$ cat config.mk
export PLATFORM = sky130hd
export DESIGN_NAME = svc_watchdog
export DESIGN_NICKNAME = d
export VERILOG_FILES = /design/src/rtl/wdg_pkg.sv /design/src/rtl/wdg_rst_sync.sv /design/src/rtl/wdg_seq.sv /design/src/rtl/wdg_cnt.sv /design/src/rtl/svc_watchdog.sv
export SDC_FILE = /design/constraint.sdc
export NUM_CORES = 1
export LEC_CHECK = 0
export BUFFER_PORTS_ARGS = -buffer_cell sky130_fd_sc_hd__buf_4
export CORE_UTILIZATION = 45
export CTS_BUF_LIST = sky130_fd_sc_hd__clkbuf_4 sky130_fd_sc_hd__clkbuf_8
export CTS_CLUSTER_SIZE = 30
export DETAILED_ROUTE_END_ITERATION = 6
export PLACE_DENSITY = 0.63
export SLEW_MARGIN = 0
export SYNTH_ARGS = -nofsm -noshare
export SYNTH_HDL_FRONTEND = slang
export SYNTH_SLANG_ARGS = --single-unit
$ cat constraint.sdc
create_clock -name clk -period 2.9 [get_ports clk]
set_clock_uncertainty 0.15 [all_clocks]
set_input_delay 0.29 -clock clk [delete_from_list [all_inputs] [get_ports clk]]
set_output_delay 0.29 -clock clk [all_outputs]
set_load 0.02 [all_outputs]
$ cat src/rtl/wdg_pkg.sv
package wdg_pkg;
  typedef enum logic [2:0] {
    RI_CTRL = 3'd0,
    RI_TMO  = 3'd1,
    RI_SVC  = 3'd2,
    RI_STAT = 3'd3,
    RI_KEY  = 3'd4,
    RI_CNT  = 3'd5
  } reg_idx_e;

  localparam int unsigned CB_EN   = 0;
  localparam int unsigned CB_KEY  = 1;
  localparam int unsigned CB_LOCK = 4;

  localparam logic [15:0] SVC_W1 = 16'hA602;
  localparam logic [15:0] SVC_W2 = 16'hB480;
  localparam logic [15:0] UNL_W1 = 16'hC520;
  localparam logic [15:0] UNL_W2 = 16'hD928;

  typedef enum logic [1:0] {
    SQ_IDLE = 2'd0,
    SQ_SVC  = 2'd1,
    SQ_UNL  = 2'd2
  } seq_st_e;

  // one pseudorandom step: 17*k + 3, wrapping at 16 bits
  function automatic logic [15:0] key_step(input logic [15:0] k);
    logic [15:0] r;
    r = (k << 4) + k + 16'd3;
    return r;
  endfunction
endpackage

$ cat src/rtl/wdg_rst_sync.sv
module wdg_rst_sync #(
  parameter int unsigned STAGES = 2
) (
  input  logic clk,
  input  logic rst_n,
  output logic rst_sync_n
);
  logic [STAGES-1:0] sr_q;

  always_ff @(posedge clk or negedge rst_n) begin
    if (!rst_n) sr_q <= '0;
    else        sr_q <= {sr_q[STAGES-2:0], 1'b1};
  end

  assign rst_sync_n = sr_q[STAGES-1];
endmodule

$ cat src/rtl/wdg_seq.sv
module wdg_seq
  import wdg_pkg::*;
(
  input  logic        clk,
  input  logic        rst_n,
  input  logic        code_we,
  input  logic [15:0] code,
  input  logic        keyed,
  input  logic [15:0] key_q,
  output logic        svc_ok,
  output logic        unl_ok,
  output logic [15:0] key_next
);
  seq_st_e st_q, st_d;
  logic [15:0] k1, k2, exp1, exp2;

  always_comb begin
    k1       = key_step(key_q);
    k2       = key_step(k1);
    exp1     = keyed ? k1 : SVC_W1;
    exp2     = keyed ? k2 : SVC_W2;
    key_next = k2;
  end

  always_comb begin
    st_d   = st_q;
    svc_ok = 1'b0;
    unl_ok = 1'b0;
    if (code_we) begin
      unique case (st_q)
        SQ_IDLE: begin
          if (code == exp1)        st_d = SQ_SVC;
          else if (code == UNL_W1) st_d = SQ_UNL;
          else                     st_d = SQ_IDLE;
        end
        SQ_SVC: begin
          st_d   = SQ_IDLE;
          svc_ok = (code == exp2);
        end
        SQ_UNL: begin
          st_d   = SQ_IDLE;
          unl_ok = (code == UNL_W2);
        end
        default: st_d = SQ_IDLE;
      endcase
    end
  end

  always_ff @(posedge clk or negedge rst_n) begin
    if (!rst_n) st_q <= SQ_IDLE;
    else        st_q <= st_d;
  end
endmodule

$ cat src/rtl/wdg_cnt.sv
module wdg_cnt #(
  parameter int unsigned CNT_W = 32
) (
  input  logic             clk,
  input  logic             rst_n,
  input  logic             en,
  input  logic             load,
  input  logic [CNT_W-1:0] reload_val,
  output logic [CNT_W-1:0] count,
  output logic             expire
);
  logic [CNT_W-1:0] cnt_q, cnt_d;

  always_comb begin
    cnt_d  = cnt_q;
    expire = 1'b0;
    if (load) begin
      cnt_d = reload_val;
    end else if (en) begin
      if (cnt_q == '0) begin
        expire = 1'b1;
        cnt_d  = reload_val;
      end else begin
        cnt_d = cnt_q - 1'b1;
      end
    end
  end

  always_ff @(posedge clk or negedge rst_n) begin
    if (!rst_n) cnt_q <= '0;
    else        cnt_q <= cnt_d;
  end

  assign count = cnt_q;
endmodule

$ cat src/rtl/svc_watchdog.sv
module svc_watchdog
  import wdg_pkg::*;
#(
  parameter int unsigned CNT_W   = 32,
  parameter int unsigned ADDR_W  = 5,
  parameter logic [31:0] TMO_RST = 32'd256
) (
  input  logic              clk,
  input  logic              rst_n,
  input  logic              wr_en,
  input  logic [ADDR_W-1:0] addr,
  input  logic [31:0]       wdata,
  output logic [31:0]       rdata,
  output logic              timeout_o
);
  localparam int unsigned IDX_W  = ADDR_W - 2;
  localparam int unsigned DATA_W = 32;

  logic rst_q_n;
  logic [IDX_W-1:0] idx;
  logic wr_ctrl, wr_tmo, wr_svc, wr_stat, wr_key;

  logic en_q, en_d, keyed_q, keyed_d, lock_q, lock_d, flag_q, flag_d;
  logic [CNT_W-1:0] tmo_q, tmo_d, count;
  logic [15:0] key_q, key_d, key_next;
  logic svc_ok, unl_ok, load, start_load, expire;

  logic unused_bits;
  assign unused_bits = ^{addr[1:0], wdata[31:16], wdata[3:2]};

  wdg_rst_sync #(.STAGES(2)) u_rst (
    .clk(clk), .rst_n(rst_n), .rst_sync_n(rst_q_n)
  );

  assign idx     = addr[ADDR_W-1:2];
  assign wr_ctrl = wr_en && (idx == IDX_W'(RI_CTRL)) && !lock_q;
  assign wr_tmo  = wr_en && (idx == IDX_W'(RI_TMO))  && !lock_q;
  assign wr_svc  = wr_en && (idx == IDX_W'(RI_SVC));
  assign wr_stat = wr_en && (idx == IDX_W'(RI_STAT));
  assign wr_key  = wr_en && (idx == IDX_W'(RI_KEY));

  wdg_seq u_seq (
    .clk(clk), .rst_n(rst_q_n),
    .code_we(wr_svc), .code(wdata[15:0]),
    .keyed(keyed_q), .key_q(key_q),
    .svc_ok(svc_ok), .unl_ok(unl_ok), .key_next(key_next)
  );

  assign start_load = wr_ctrl && wdata[CB_EN] && !en_q;
  assign load       = start_load || svc_ok;

  wdg_cnt #(.CNT_W(CNT_W)) u_cnt (
    .clk(clk), .rst_n(rst_q_n),
    .en(en_q), .load(load), .reload_val(tmo_q),
    .count(count), .expire(expire)
  );

  // next-state for the register file
  always_comb begin
    en_d    = en_q;
    keyed_d = keyed_q;
    tmo_d   = tmo_q;
    key_d   = key_q;
    flag_d  = flag_q;
    if (wr_ctrl) begin
      en_d    = wdata[CB_EN];
      keyed_d = wdata[CB_KEY];
    end
    if (lock_q) lock_d = !unl_ok;
    else        lock_d = wr_ctrl && wdata[CB_LOCK];
    if (wr_tmo) tmo_d = wdata[CNT_W-1:0];
    if (wr_key)                  key_d = wdata[15:0];
    else if (svc_ok && keyed_q)  key_d = key_next;
    if (expire)                     flag_d = 1'b1;
    else if (wr_stat && wdata[0])   flag_d = 1'b0;
  end

  always_ff @(posedge clk or negedge rst_q_n) begin
    if (!rst_q_n) begin
      en_q    <= 1'b0;
      keyed_q <= 1'b0;
      lock_q  <= 1'b0;
      tmo_q   <= TMO_RST[CNT_W-1:0];
      key_q   <= '0;
      flag_q  <= 1'b0;
    end else begin
      en_q    <= en_d;
      keyed_q <= keyed_d;
      lock_q  <= lock_d;
      tmo_q   <= tmo_d;
      key_q   <= key_d;
      flag_q  <= flag_d;
    end
  end

  always_comb begin
    rdata = '0;
    unique case (idx)
      IDX_W'(RI_CTRL): begin
        rdata[CB_EN]   = en_q;
        rdata[CB_KEY]  = keyed_q;
        rdata[CB_LOCK] = lock_q;
      end
      IDX_W'(RI_TMO):  rdata = DATA_W'(tmo_q);
      IDX_W'(RI_STAT): rdata[0] = flag_q;
      IDX_W'(RI_KEY):  rdata = DATA_W'(key_q);
      IDX_W'(RI_CNT):  rdata = en_q ? '0 : DATA_W'(count);
      default:         rdata = '0;
    endcase
  end

  assign timeout_o = flag_q;
endmodule

==> impl_metrics.ini <==
[timing]
final.setup.tns_ps = -81540
hold_viol = 0
tightest_slew_ps = 709
min_period_ps = 4680
relSlewSlack_pct = 52.7
fin_ws_ps = -1780
rsz0062_at_grt = true
maxSlewViolCount = 0
setup_violations = 50
whs_ps = 60.4
period_share_pct = 161
max_clock_freq_ghz = 0.214

[detailed_routing]
drc = 0
vias = 8573
ant_nets = 0
firstDrtPassIters = 6
wl_per_cell_um = 19.9
viasPerCell = 5.99
wirelength_um = 28400
drtIter0Drc = 598

[synth]
synth_cell_types = 100
syn-num-nets = 991
synth_edf_count = 0
ys_warn_count = 0
ys_ff_latch = 88
synth_area_per_cell_um2 = 8.48
synthFlopType = dfrtp_1
syn_inst = 928
synthArstFlopShare_pct = 100
synth_area_mm2 = 0.00787
ys_seq_area_share_pct = 28.0

[floorplan]
fp.dieH_um = 134
fp.coreArea_mm2 = 0.0168
die_w_um = 134
dieArea_mm2 = 0.0180
pin_count = 73
std_cell_rows = 47
start_util_pct = 46.8

[pwr]
leakage_nw = 4.93
vdd_drop_max_mv = 0.948
p_per_area_mw_per_mm2 = 1130

[worst_setup_path]
cp_slowest_stage_delay_ps = 480
critPathArrivalTime_ps = 4840
reg2reg_slack_ps = -1780
timing.rr.start = key_q[0]
worst_path_most_repeated_cell = buf_4
cp-end-kind = flop
cp_max_fo = 7
crit-reg2reg-capture = key_q[2]
worstSetupPathType = flop to flop
crit_path_start_kind = flop
crit_chain = ha_4, o2111a_2, nor2_4, xnor2_4, ha_2, nand2_4, a2111oi_4, nor2_1, a21oi_2, or2_4, a31oi_4, buf_4, o31ai_4, xnor2_2, buf_4, a211oi_2, buf_4, nand4_4, or3_4, a31oi_4
cp_slowest_cell = dfrtp_2
crit_required_ps = 3060
r2r_cells = 20

[grt]
grt_use_total_pct = 32.4
grt_max_degree = 48
grt-ovfl-total = 0
antenna_found_initial = 0
grt_pass1_wl_um = 45300
grt_pass1_vias = 8263

[layout]
layout.nets = 1269
final_util_pct = 67.6
seq_area_mm2 = 0.00221
n_fill_cell = 1410
final_common_cell = buf_4
mostFrequentLayoutCells = 295 x buf_4, 99 x nand2_1, 81 x dfrtp_1
multi_input_area_mm2 = 0.00592
antenna_cells = 0
synthToLayoutAreaGrowth_pct = 44.6
drive_gt1_share_pct = 41.3

[clock_tree]
clk_latency_ps = 390
cts_max_path_buffers = 2
cts-root-buf = clkbuf_8
cts_buffers = 9
cts_htree_levels = 3
cts.clk_slew.worst_paths_ps = 100
clock-sinks = 88
cts_tree = yes

[place]
dp_slack_ps = -1890
gp_congestion = 0.886
dp.final_hpwl_um = 21000
port_buffers = 70

[hold_path]
hp-class = input port to asynchronous set/reset pin

[outcome]
violations = negative setup slack
outcome = finished, violations left

[job]
maxCapViolCount = 0
cell usage after synthesis (all sizes together) (19+ instances only):
cell type | count | area share, %
buf | 22 | 1.8
o2bb2ai | 19 | 2.1
nand3 | 21 | 1.4
a22oi | 20 | 1.9
nor3 | 27 | 1.7
xnor2 | 40 | 5.1
dfrtp | 87 | 28
a22o | 23 | 2.6
clkbuf | 45 | 2.1
mux2 | 33 | 4.7
o21ai | 77 | 5.0
nor2 | 60 | 3.0
inv | 22 | 1.0
a31oi | 28 | 2.5
ha | 23 | 3.7
a21oi | 36 | 2.5
nand2 | 103 | 4.9
nor4 | 19 | 1.5
sequential cells by signal (all words and copies together), names as in the netlist:
register	cells
tmo_q	32
u_cnt.count	32
key_q	16
u_rst.sr_q	2
u_seq.st_q	2
en_q	1
keyed_q	1
lock_q	1
timeout_o	1
critical path, delay by kind of cell (launching register included):
| family | cells | cell delay, ps |
|---|---|---|
| buffers and inverters | 3 | 530 |
| XOR/XNOR | 2 | 250 |
| AND/OR/NAND/NOR | 6 | 990 |
| adder cells (fa/ha/maj) | 2 | 700 |
| flip-flops | 1 | 480 |
| AO/OA/AOI/OAI | 7 | 1480 |
metrics by stage:
step                      area [um2]  cells  power [mW]
after floorplan                 8190    928        7.36
after global placement         10300   1367        10.8
after detailed placement       10300   1367        10.9
after CTS                      11100   1422        12.5
after global routing           11400   1431        13.8
final                          11400   1431        12.9
area by class of cell:
cell class                      count  area share (%)
Clock buffer                       10            1.16
Clock inverter                      6           0.440
Inverter                           23           0.803
Multi-Input combinational cell    751            52.0
Sequential cell                    88            19.5
Tap cell                          220            2.42
Timing Repair Buffer              333            23.7
worst max-delay path by stage:
stage,startpoint,end,slack (ps),cells after the start
after floorplan,key_q[0],u_cnt.count[15],-1580,22
after detailed placement,key_q[0],key_q[3],-1890,19
after global routing,key_q[0],key_q[2],-2000,20
after global placement,key_q[0],key_q[3],-1850,19
final,key_q[0],key_q[2],-1780,20
after CTS,key_q[5],u_cnt.count[12],-1690,21
cells by family (layout without fill, tap and decap cells):
group                    Yosys count  count (layout)  synth area share, %
other                              1               1               0.0477
AO/OA/AOI/OAI                    299             299                 27.7
buffers and inverters             90             372                 5.06
adder cells (fa/ha/maj)           23              23                 3.66
multiplexers                      46              46                 6.54
XOR/XNOR                          53              53                 7.08
AND/OR/NAND/NOR                  328             329                 21.9
flip-flops                        88              88                 28.0
layer usage:
metal / global-route usage, % / up-vias / share of wire, %
met5: 0 / - / 0
met4: 9.80 / 0 / 2.7
met3: 6.01 / 58 / 7.3
met2: 52.0 / 316 / 46
met1: 44.3 / 4147 / 44
li1: - / 4052 / -
report_power, final:
group	switching, mW	internal (mW)	total [mW]	leakage [nW]
logic	4.90	5.17	10.1	3.78
registers	0.404	1.56	1.96	1.07
clock network	0.523	0.333	0.856	0.0873
total	5.83	7.05	12.9	4.93
what timing repair did:
action	4_1_cts	5_1_grt
gates cloned	3	0
hold buffers	17	0
pin swaps	33	35
hold endpoints to repair	18	0
gates resized for setup	47	42
endpoints found under the setup margin	50	50
buffers inserted	19	10
Power figures use the tool's default switching activity.
